[src/rtl/nic_irq_pkg.sv]
package nic_irq_pkg;

    localparam int REG_W = 32;

    // Cause groups feeding the two summaries
    localparam logic [REG_W-1:0] NORM_GRP  = 32'h0000_0045;
    localparam logic [REG_W-1:0] ABN_GRP   = 32'h0000_2BAA;
    localparam logic [REG_W-1:0] CAUSE_MSK = NORM_GRP | ABN_GRP;
    // High bits that leave reset set and can only be cleared
    localparam logic [REG_W-1:0] HIGH_MSK  = 32'hFC00_0000;

    localparam int NSUM_POS = 16;
    localparam int ASUM_POS = 15;

    localparam int ST_W     = 3;
    localparam int RXST_LSB = 17;
    localparam int TXST_LSB = 20;
    localparam int MODE_RX_POS = 1;
    localparam int MODE_TX_POS = 13;

    localparam logic [ST_W-1:0] ST_RUN  = 3'd3;
    localparam logic [ST_W-1:0] ST_STOP = 3'd0;

    typedef enum logic [1:0] {
        KIND_CAUSE,
        KIND_HIGH,
        KIND_NONE
    } bit_kind_e;

    typedef struct packed {
        logic nsum;
        logic asum;
    } summ_t;

    function automatic bit_kind_e kind_of(input int pos);
        if (CAUSE_MSK[pos])     return KIND_CAUSE;
        else if (HIGH_MSK[pos]) return KIND_HIGH;
        else                    return KIND_NONE;
    endfunction

    function automatic logic [ST_W-1:0] proc_state(input logic started);
        return started ? ST_RUN : ST_STOP;
    endfunction

endpackage

[src/rtl/nic_irq_cause_bank.sv]
module nic_irq_cause_bank
    import nic_irq_pkg::*;
#(
    parameter int W = REG_W
) (
    input  logic         clk,
    input  logic         rst,
    input  logic [W-1:0] ev,
    input  logic         clr_en,
    input  logic [W-1:0] clr_data,
    output logic [W-1:0] state_q
);

    logic [W-1:0] clr_vec;
    logic         in_unused;

    assign clr_vec   = clr_en ? clr_data : '0;
    assign in_unused = ^(ev & ~CAUSE_MSK);

    for (genvar g = 0; g < W; g++) begin : g_bit
        localparam bit_kind_e K = kind_of(g);
        if (K == KIND_CAUSE) begin : g_cause
            always_ff @(posedge clk) begin
                if (rst) state_q[g] <= 1'b0;
                else     state_q[g] <= (state_q[g] & ~clr_vec[g]) | ev[g];
            end
        end else if (K == KIND_HIGH) begin : g_high
            always_ff @(posedge clk) begin
                if (rst) state_q[g] <= 1'b1;
                else     state_q[g] <= state_q[g] & ~clr_vec[g];
            end
        end else begin : g_none
            assign state_q[g] = 1'b0;
        end
    end

    AST_EVENT_STICKS: assert property (@(posedge clk) disable iff (rst)
        !$past(rst) |-> ((state_q & $past(ev & CAUSE_MSK)) == $past(ev & CAUSE_MSK)));
    AST_CLEAR_ONES: assert property (@(posedge clk) disable iff (rst)
        !$past(rst) |-> ((state_q & $past(clr_vec & ~ev)) == '0));
    AST_ZEROS_KEEP: assert property (@(posedge clk) disable iff (rst)
        !$past(rst) |-> ((state_q & ($past(state_q) & ~$past(clr_vec))) == ($past(state_q) & ~$past(clr_vec))));
    AST_HIGH_NOSET: assert property (@(posedge clk) disable iff (rst)
        !$past(rst) |-> ((state_q & HIGH_MSK & ~$past(state_q)) == '0));
    AST_EVENT_WINS: assert property (@(posedge clk) disable iff (rst)
        !$past(rst) |-> ((state_q & $past(ev & clr_vec & CAUSE_MSK)) == $past(ev & clr_vec & CAUSE_MSK)));

endmodule

[src/rtl/nic_irq_summary.sv]
module nic_irq_summary
    import nic_irq_pkg::*;
#(
    parameter int W = REG_W
) (
    input  logic         clk,
    input  logic         rst,
    input  logic [W-1:0] state_q,
    output summ_t        summ_q,
    output logic         irq_q
);

    summ_t summ_d;
    logic  st_unused;

    assign summ_d.nsum = |(state_q & NORM_GRP);
    assign summ_d.asum = |(state_q & ABN_GRP);
    assign st_unused   = ^(state_q & ~CAUSE_MSK);

    always_ff @(posedge clk) begin
        if (rst) begin
            summ_q <= '0;
            irq_q  <= 1'b0;
        end else begin
            summ_q <= summ_d;
            irq_q  <= summ_d.nsum | summ_d.asum;
        end
    end

    AST_NSUM_RISE_CAUSE: assert property (@(posedge clk) disable iff (rst)
        $rose(summ_q.nsum) |-> $past(|(state_q & NORM_GRP)));
    AST_ASUM_RISE_CAUSE: assert property (@(posedge clk) disable iff (rst)
        $rose(summ_q.asum) |-> $past(|(state_q & ABN_GRP)));
    AST_IRQ_LEVEL: assert property (@(posedge clk) disable iff (rst)
        irq_q == (summ_q.nsum | summ_q.asum));
    AST_IRQ_FALL_LAG: assert property (@(posedge clk) disable iff (rst)
        $fell(irq_q) |-> !$past(|(state_q & CAUSE_MSK)));

endmodule

[src/rtl/nic_irq_readback.sv]
module nic_irq_readback
    import nic_irq_pkg::*;
#(
    parameter int W = REG_W
) (
    input  logic [W-1:0] state_q,
    input  summ_t        summ_q,
    input  logic         rx_started,
    input  logic         tx_started,
    output logic [W-1:0] rd_data
);

    always_comb begin
        rd_data = state_q;
        rd_data[NSUM_POS] = summ_q.nsum;
        rd_data[ASUM_POS] = summ_q.asum;
        rd_data[RXST_LSB +: ST_W] = proc_state(rx_started);
        rd_data[TXST_LSB +: ST_W] = proc_state(tx_started);
    end

endmodule

[src/rtl/nic_irq_status.sv]
module nic_irq_status
    import nic_irq_pkg::*;
(
    input  logic        clk,
    input  logic        rst,
    input  logic [31:0] ev_i,
    input  logic        wr_en,
    input  logic [31:0] wr_data,
    input  logic [31:0] mode_i,
    output logic [31:0] rd_data,
    output logic        irq_o
);

    logic [REG_W-1:0] state_q;
    summ_t            summ_q;
    logic             mode_unused;

    assign mode_unused = ^mode_i;

    nic_irq_cause_bank #(.W(REG_W)) u_bank (
        .clk      (clk),
        .rst      (rst),
        .ev       (ev_i),
        .clr_en   (wr_en),
        .clr_data (wr_data),
        .state_q  (state_q)
    );

    nic_irq_summary #(.W(REG_W)) u_summ (
        .clk     (clk),
        .rst     (rst),
        .state_q (state_q),
        .summ_q  (summ_q),
        .irq_q   (irq_o)
    );

    nic_irq_readback #(.W(REG_W)) u_rd (
        .state_q    (state_q),
        .summ_q     (summ_q),
        .rx_started (mode_i[MODE_RX_POS]),
        .tx_started (mode_i[MODE_TX_POS]),
        .rd_data    (rd_data)
    );

    AST_RX_FIELD: assert property (@(posedge clk) disable iff (rst)
        rd_data[RXST_LSB +: ST_W] == (mode_i[MODE_RX_POS] ? 3'd3 : 3'd0));
    AST_TX_FIELD: assert property (@(posedge clk) disable iff (rst)
        rd_data[TXST_LSB +: ST_W] == (mode_i[MODE_TX_POS] ? 3'd3 : 3'd0));
    AST_RSVD_ZERO: assert property (@(posedge clk) disable iff (rst)
        (rd_data & ~(CAUSE_MSK | HIGH_MSK) & 32'hFF80_7FFF) == '0);
    AST_NSUM_LAG: assert property (@(posedge clk) disable iff (rst)
        !$past(rst) |-> (rd_data[NSUM_POS] == $past(|(state_q & NORM_GRP))));

endmodule

[config.mk]
export PLATFORM = sky130hd
export DESIGN_NAME = nic_irq_status
export DESIGN_NICKNAME = d
export VERILOG_FILES = /design/src/rtl/nic_irq_pkg.sv /design/src/rtl/nic_irq_cause_bank.sv /design/src/rtl/nic_irq_summary.sv /design/src/rtl/nic_irq_readback.sv /design/src/rtl/nic_irq_status.sv
export SDC_FILE = /design/constraint.sdc
export NUM_CORES = 1
export LEC_CHECK = 0
export BUFFER_PORTS_ARGS = -buffer_cell sky130_fd_sc_hd__buf_4
export CORE_ASPECT_RATIO = 1.4
export CORE_UTILIZATION = 25
export CTS_CLUSTER_DIAMETER = 80
export DETAILED_ROUTE_END_ITERATION = 12
export HOLD_SLACK_MARGIN = 0.1
export PLACE_DENSITY = 0.72
export RECOVER_POWER = 100
export SETUP_SLACK_MARGIN = 0.1
export SKIP_LAST_GASP = 1
export SYNTH_ARGS = -nofsm -noshare
export SYNTH_HDL_FRONTEND = slang
export SYNTH_SLANG_ARGS = --single-unit
[constraint.sdc]
create_clock -name clk -period 0.9 [get_ports clk]
set_input_delay 0.18 -clock clk [delete_from_list [all_inputs] [get_ports clk]]
set_output_delay 0.18 -clock clk [all_outputs]
set_load 0.02 [all_outputs]
==> results of run 1 <==
## what timing repair did
item	CTS	global route
buffers inserted	2	0
pin swaps	1	2
gates resized for setup	36	9
setup endpoints to repair	22	29
## logic make-up (layout without fill, tap and decap cells)
logic type | count (synthesis) | after routing | synth area share, %
buffers and inverters | 16 | 56 | 14.0
and+or+nand+nor | 10 | 10 | 5.29
AOI/OAI and AO/OA | 30 | 30 | 31.9
DFF | 20 | 20 | 48.3
other | 1 | 9 | 0.453
## sequential cells by signal, indices dropped and copies added (netlist names)
signal	count
u_bank.state_q	17
u_summ.summ_q	2
u_summ.irq_q	1
## metrics by stage
step	instances	utilization, %	hold slack (ns)	total power [W]	cell area (um2)
global route	164	44.8	0.129	0.00230	1400
CTS	164	44.3	0.140	0.00221	1380
global placement	158	38.8	0.360	0.00146	1210
floorplan	85	-	0.312	0.00131	905
detailed placement	158	38.8	0.360	0.00148	1210
finish	164	44.8	0.133	0.00218	1400
## per-layer routing
| metal | up-vias | routed length, um | global-route usage [%] |
|---|---|---|---|
| met5 | - | 0 | 0 |
| met1 | 311 | 715 | 12.4 |
| met3 | 5 | 194 | 4.36 |
| met4 | 0 | 21 | 5.86 |
| li1 | 338 | - | - |
| met2 | 43 | 1110 | 22.1 |
## final timing paths
path,from,to,slack (ns),depth (start not counted)
hold reg to reg,u_bank.state_q[31],u_bank.state_q[31],0.46,1
hold / removal,ev_i[8],u_bank.state_q[8],0.13,2
setup reg to reg,u_bank.state_q[8],u_summ.irq_q,0,2
setup / recovery,u_bank.state_q[8],rd_data[8],-0.02,1
## cells in the final DEF, fill, tap and decap left out, types with 4 or more instances in the layout
cell type  netlist  layout
a21boi_0         7       4
a21boi_2         4       5
a21o_1           6       6
buf_4           13      30
buf_6            1      22
clkbuf_8         0       4
conb_1           1       9
dfxtp_1         20       4
dfxtp_2          0       8
dfxtp_4          0       8
nand2_1          6       6
o21ba_1          4       4
o21ba_2          7       7
## power by group
group | switching (W) | leakage (nW) | internal (W)
logic | 0.000215 | 0.443 | 0.000290
registers | 0.0000619 | 0.172 | 0.000950
clock network | 0.000270 | 0.0288 | 0.000388
total | 0.000548 | 0.643 | 0.00163
## layout make-up
cell class | count | area share [%]
multi-input combinational | 49 | 27.2
tap | 39 | 3.49
sequential | 20 | 31.5
clock buffer | 4 | 3.94
timing repair buffer | 52 | 33.8
==> flow_summary.ini, run 1 <==
[timing]
setup_viol = 12
setup_ws_ns = -0.0236
period_share_pct = 103
setup_tns_ns = -0.170
maxSlewViolCount = 0
skew_ns = 0.00260
rsz0062_at_grt = yes
finalHoldViolCount = 0
fmaxAchievable_mhz = 1080
fin_crit_ns = 0.924

[layout]
fill_cells = 306
layout-drive-gt1-share_pct = 69.6
nNetsFinal = 225
register_area_um2 = 440
area_growth_pct = 68.7
multiInputGateArea_um2 = 380
n_antenna_cell = 0

[synth]
syn_inst = 77
synth.area.top_cells = dfxtp_1, buf_4, o21ba_2
ys_seq_area_share_pct = 48.3
synth_top_cells_by_count = dfxtp_1, buf_4, a21boi_0, o21ba_2
synth.most_common_cell = dfxtp_1
avgSynthCellArea_um2 = 10.8
yosysTopAreaCell = dfxtp_1
synth_area_um2 = 828
async_reset_ff_share_pct = 0
synth.top_cell.area_share_pct = 48.3
ys_types = 16
ys_ff_latch = 20
ys_warn_count = 0
synth_edf_count = 0
synthFlopType = dfxtp_1

[worst_setup_path]
worstPathArrival_ns = 0.74
cp_top_family = flip-flops
critPathMaxFanout = 3
cp.required_ns = 0.72
critPathSlowestCell = dfxtp_4
slowest_delay_ns = 0.38
path_buf_inv = 1
cp-end-kind = output port
startpoint_type = flip-flop
crit_chain = buf_6
critPathKind = reg -> out

[run_status]
violations = setup timing
status = complete, but fails checks

[placement]
gp_congestion = 0.657
place_hpwl_mm = 1.56
dp_slack_ns = -0.00998
portBuffers = 50

[routing]
ant_nets = 0
drt_iter0_markers = 1
drc = 0
via_per_inst = 4.25
avgRoutedWirePerCell_um = 12.4
routed_wl_mm = 2.04
via_count = 697
firstDrtPassIters = 2

[clock_tree]
ctsRootBufferMaster = clkbuf_8
clkLatencyLatePin_ns = 0.25
htree_levels = 1
cts.clk_slew.worst_paths_ns = 0.07
cts_buffers = 3
cts_tree = done
clock_path_buffers = 2
holdBufCountCts = 0
cts_sinks = 20

[die]
core_area_um2 = 3120
die_width_um = 50.6
start_util_pct = 26.5
fp.dieH_um = 70.1
die_area_um2 = 3550
io_pins = 132
num_rows = 24

[grt]
overflow = 0
grt_util_all_layers_pct = 12.4
antenna_found_initial = 0
grt_pass1_wl_mm = 3.31
grt_pass1_vias = 760
grt_start_max_net_pins = 21

[pwr]
p_per_area_nw_per_um2 = 1560
vdd_drop_max_uv = 711
leakage_nw = 0.643

[worst_hold_path]
hold_class = in -> reg

[job]
max-cap-violations = 0
Note: power is estimated with default switching activity, not from simulation.
==> inputs of run 2 (changes only) <==
--- a/config.mk
+++ b/config.mk
@@ -6,12 +6,14 @@
 export NUM_CORES = 1
 export LEC_CHECK = 0
 export BUFFER_PORTS_ARGS = -buffer_cell sky130_fd_sc_hd__buf_4
+export CELL_PAD_IN_SITES_DETAIL_PLACEMENT = 1
+export CELL_PAD_IN_SITES_GLOBAL_PLACEMENT = 1
 export CORE_ASPECT_RATIO = 1.4
-export CORE_UTILIZATION = 25
+export CORE_UTILIZATION = 15
 export CTS_CLUSTER_DIAMETER = 80
 export DETAILED_ROUTE_END_ITERATION = 12
 export HOLD_SLACK_MARGIN = 0.1
-export PLACE_DENSITY = 0.72
+export PLACE_DENSITY = 0.71
 export RECOVER_POWER = 100
 export SETUP_SLACK_MARGIN = 0.1
 export SKIP_LAST_GASP = 1
==> run 2 against run 1 <==
Clock power up 6.2%. The flow still finishes with violations (setup timing). Die area grew 64%. Global-route usage fell by 3.8 points. First-iteration DRC count increased to 6.0 times the previous value. Utilization down 15 points. Clock skew decreased by 0.0013 ns. Critical endpoint is now rd_data[1].
==> flow_summary.ini, run 2 (synthesized netlist as in run 1, its figures left out) <==
[clock_tree]
cts.clk_slew.worst_paths_ns = 0.08
cts_sinks = 20
htree_levels = 1
clkLatencyLatePin_ns = 0.26
cts_tree = done
ctsRootBufferMaster = clkbuf_8
clock_path_buffers = 2
cts_buffers = 3

[worst_setup_path]
reg2reg_from = u_bank.state_q[9]
startpoint_type = flip-flop
r2r-end = u_summ.irq_q
r2r_slack_ns = -0.11
slowest_delay_ns = 0.35
critPathKind = reg -> out
cp_top_family = flip-flops
crit_top_cell = buf_6
cp-end-kind = output port
critPathSlowestCell = dfxtp_4
crit_chain = buf_6 > buf_6
cp.required_ns = 0.72
worstPathArrival_ns = 0.83
path_buf_inv = 2
critPathMaxFanout = 2
r2r_cells = 3

[timing]
maxSlewViolCount = 0
setup_ws_ns = -0.111
fmaxAchievable_mhz = 989
period_share_pct = 112
setup_viol = 20
fin_crit_ns = 1.01
finalHoldViolCount = 0
holdWs_ns = 0.129
skew_ns = 0.00135
rsz0062_at_grt = yes

[die]
io_pins = 132
core_area_um2 = 5240
num_rows = 31
die_area_um2 = 5830
die_width_um = 64.8
fp.dieH_um = 89.9
start_util_pct = 15.8

[pwr]
leakage_nw = 0.707
p_per_area_nw_per_um2 = 1500
vdd_drop_max_uv = 450
finalPower_w = 0.00230

[placement]
place_hpwl_mm = 1.73
place_area_um2 = 1290
gp_congestion = 0.610
dp_slack_ns = -0.00916
portBuffers = 50

[grt]
grt_pass1_wl_mm = 3.80
grt_util_all_layers_pct = 8.57
grt_start_max_net_pins = 21
grt_pass1_vias = 812
antenna_found_initial = 0
overflow = 0

[layout]
register_area_um2 = 428
fill_cells = 608
final_area_um2 = 1530
n_antenna_cell = 0
reg.largest.list = u_bank.state_q (17), u_summ.summ_q (2), u_summ.irq_q (1)
largest_reg_flops = 17
largest_register = u_bank.state_q
layout-drive-gt1-share_pct = 69.1
final_common_cell = buf_4
layout_common_cells = buf_4, buf_6, conb_1
area_growth_pct = 85.2
nNetsFinal = 236
multiInputGateArea_um2 = 385

[routing]
avgRoutedWirePerCell_um = 12.2
ant_nets = 0
met2WireLength_mm = 1.30
routed_wl_mm = 2.46
firstDrtPassIters = 3
via_count = 756
dr.max_layer_used = met4
via_per_inst = 3.74
wl_met3_um = 198
drc = 0
drt_iter0_markers = 6
met1Wirelength_um = 943

[run_status]
violations = setup timing
status = complete, but fails checks

[worst_hold_path]
hp-start = ev_i[9]
min_to = u_bank.state_q[9]
hold_depth = 2
hold_class = in -> reg

[job]
max-cap-violations = 0
[run 2: changes by cell type in the layout (fill, tap and decap cells not counted), moves of 2 or more]
cell     before  now
dfxtp_1       4    8
dfxtp_4       8    5
buf_6        22   30
buf_4        30   32
[run 2: metrics by stage]
stage	setup TNS, ns	utilization, %	std cells
final	-0.965	29.3	202
after global routing	-1.86	29.3	202
after CTS	-1.10	29.0	201
after detailed placement	-0.00916	24.7	191
after global placement	-0.0206	24.7	191
after floorplan	0	-	85
[run 2: how the worst max path moves through the flow]
| stage | slack (ns) | depth (start not counted) | endpoint | from |
|---|---|---|---|---|
| after global routing | -0.16 | 3 | u_summ.irq_q | u_bank.state_q[9] |
| after global placement | -0.02 | 2 | u_summ.irq_q | u_bank.state_q[1] |
| after floorplan | 0.04 | 2 | u_summ.irq_q | u_bank.state_q[8] |
| after CTS | -0.13 | 2 | rd_data[1] | u_bank.state_q[1] |
| after detailed placement | -0.009 | 2 | u_summ.irq_q | u_bank.state_q[1] |
| final | -0.11 | 2 | rd_data[1] | u_bank.state_q[1] |
[run 2: layout make-up]
| cell class | count | share of cell area (%) |
|---|---|---|
| sequential | 20 | 27.9 |
| clock buffer | 4 | 3.59 |
| timing repair buffer | 63 | 38.0 |
| tap | 66 | 5.38 |
| multi-input combinational | 49 | 25.1 |
[run 2: routing by layer]
layer / track usage, % / up-vias
met5: 0 / -
met4: 3.52 / 0
met3: 2.54 / 4
met2: 14.7 / 42
met1: 9.63 / 351
li1: - / 359
[run 2: power breakdown]
| group | internal, W | total, W | leakage, nW | switching [W] |
|---|---|---|---|---|
| clock network | 0.000389 | 0.000700 | 0.0288 | 0.000311 |
| registers | 0.000950 | 0.00100 | 0.171 | 0.0000539 |
| logic | 0.000347 | 0.000593 | 0.507 | 0.000246 |
| total | 0.00169 | 0.00230 | 0.707 | 0.000611 |
[run 2: repair_timing]
| item | 4_1_cts | 5_1_grt |
|---|---|---|
| pin swaps | 3 | 6 |
| endpoints found under the setup margin | 28 | 34 |
| buffers inserted | 6 | 1 |
| resized for setup | 42 | 10 |
| cloned | 0 | 0 |
| hold buffers | 0 | 0 |
==> inputs of run 3 (changes only) <==
--- a/config.mk
+++ b/config.mk
@@ -9,14 +9,15 @@
 export CELL_PAD_IN_SITES_DETAIL_PLACEMENT = 1
 export CELL_PAD_IN_SITES_GLOBAL_PLACEMENT = 1
 export CORE_ASPECT_RATIO = 1.4
-export CORE_UTILIZATION = 15
+export CORE_UTILIZATION = 19
 export CTS_CLUSTER_DIAMETER = 80
 export DETAILED_ROUTE_END_ITERATION = 12
 export HOLD_SLACK_MARGIN = 0.1
-export PLACE_DENSITY = 0.71
+export PLACE_DENSITY = 0.73
 export RECOVER_POWER = 100
 export SETUP_SLACK_MARGIN = 0.1
 export SKIP_LAST_GASP = 1
 export SYNTH_ARGS = -nofsm -noshare
 export SYNTH_HDL_FRONTEND = slang
+export SYNTH_HIERARCHICAL = 1
 export SYNTH_SLANG_ARGS = --single-unit
==> run 3 against run 2 <==
The flow still finishes with violations (setup timing). Total power grew 10%. Utilization shrank 0.29 points. Synthesized cell count rose by 51%. Sequential share of layout area shrank 0.67 points. Die area grew 1.6%. Fmax about the same. Non-clock buffer count up 1.
==> flow_summary.ini, run 3 <==
[grt]
grt_pass1_vias = 887
overflow = 0
grt_pass1_wl_mm = 3.85
grt_start_max_net_pins = 21
grt_util_all_layers_pct = 8.52
antenna_found_initial = 0

[die]
die_area_um2 = 5920
fp.dieH_um = 90.6
die_width_um = 65.3
start_util_pct = 20.2
io_pins = 132
core_area_um2 = 5280
num_rows = 31

[job]
max-cap-violations = 0

[synth]
syn_inst = 116
avgSynthCellArea_um2 = 9.19
synth_area_um2 = 1070
ys_warn_count = 6

[timing]
fin_crit_ns = 1.01
finalHoldViolCount = 0
skew_ns = 0.00237
setup_tns_ns = -1.04
setup_viol = 19
rsz0062_at_grt = yes
fmaxAchievable_mhz = 990
setup_ws_ns = -0.110
maxSlewViolCount = 0
period_share_pct = 112

[pwr]
vdd_drop_max_uv = 794
p_per_area_nw_per_um2 = 1650
leakage_nw = 0.727

[clock_tree]
clkLatencyLatePin_ns = 0.26
clock_path_buffers = 2
cts_sinks = 20
ctsRootBufferMaster = clkbuf_8
cts.clk_slew.worst_paths_ns = 0.08
cts_buffers = 3
cts_tree = done
htree_levels = 1

[placement]
portBuffers = 50
place_hpwl_mm = 1.82
gp_congestion = 0.629

[routing]
drc = 0
avgRoutedWirePerCell_um = 11.6
ant_nets = 0
firstDrtPassIters = 2
drt_iter0_markers = 22
routed_wl_mm = 2.49
via_per_inst = 3.85
via_count = 824

[worst_setup_path]
critPathMaxFanout = 2
cp-end-kind = output port
cp.required_ns = 0.72
worstPathArrival_ns = 0.83
reg2reg_from = u_bank/state_q[13]
startpoint_type = flip-flop
r2r-end = u_summ/irq_q
endpoint = rd_data[13]
r2r_cells = 3
critPathKind = reg -> out
r2r_slack_ns = -0.08
cp-startpoint = u_bank/state_q[13]

[run_status]
status = complete, but fails checks
violations = setup timing

[layout]
n_antenna_cell = 0
final_common_cell = buf_4
largest_register = u_bank/state_q
reg.largest.list = u_bank/state_q (17), u_summ/summ_q (2), u_summ/irq_q (1)
nNetsFinal = 248
layout-drive-gt1-share_pct = 57.4
area_growth_pct = 43.5
layout_common_cells = buf_4, buf_6, inv_1, dfxtp_1
post-route-util_pct = 29.0
largest_reg_flops = 17
fill_cells = 632

[worst_hold_path]
hold_class = in -> reg
==> run 3: cell type report <==
class	count	area (um2)	share of cell area, %
Timing Repair Buffer	64	594	38.8
Clock inverter	1	30.0	1.96
Sequential cell	20	417	27.2
Multi-Input combinational cell	49	324	21.2
Inverter	11	41.3	2.70
Clock buffer	3	41.3	2.70
Tap cell	66	82.6	5.40
==> run 3: worst max-delay path, cell delays in order (launching register included) <==
cell and delay, ns:
dfxtp_2 0.32, buf_4 0.13, buf_6 0.12
==> run 3: report_power, final <==
part / leakage [nW] / internal, W / switching (W)
clock network: 0.0357 / 0.000594 / 0.000309
logic: 0.522 / 0.000341 / 0.000281
registers: 0.169 / 0.000956 / 0.0000495
==> run 3: what timing repair did <==
action | 4_1_cts | 5_1_grt
hold endpoints to repair | 3 | 4
endpoints found under the setup margin | 23 | 28
resized for setup | 47 | 7
buffers inserted | 7 | 1
==> run 3: worst min path at each step <==
| stage | start | end | slack, ns | depth (start not counted) |
|---|---|---|---|---|
| after CTS | wr_data[7] | u_bank/state_q[7] | 0.09 | 2 |
| after detailed placement | mode_i[1] | rd_data[18] | 0.36 | 0 |
| final | wr_data[7] | u_bank/state_q[7] | 0.1 | 2 |
| after global routing | wr_data[13] | u_bank/state_q[13] | 0.09 | 2 |
| after floorplan | rst | u_summ/summ_q[0] | 0.25 | 1 |
| after global placement | mode_i[1] | rd_data[18] | 0.36 | 0 |
==> run 3: through the flow <==
stage,hold WS (ns),instances,area [um2],setup slack (ns),power [W]
global route,0.0874,214,1530,-0.160,0.00267
global placement,0.360,202,1250,-0.0111,0.00151
floorplan,0.249,123,1090,0.0772,0.00143
CTS,0.0909,213,1520,-0.120,0.00257
finish,0.0978,214,1530,-0.110,0.00253
detailed placement,0.360,202,1250,-0.0338,0.00152
==> run 3: routing by layer <==
layer	GRT usage [%]	part of all wire, %	up-vias
li1	-	-	396
met1	9.03	40	378
met2	15.7	52	48
met3	2.90	8.3	2
met4	1.81	0.44	0
met5	0	0	-
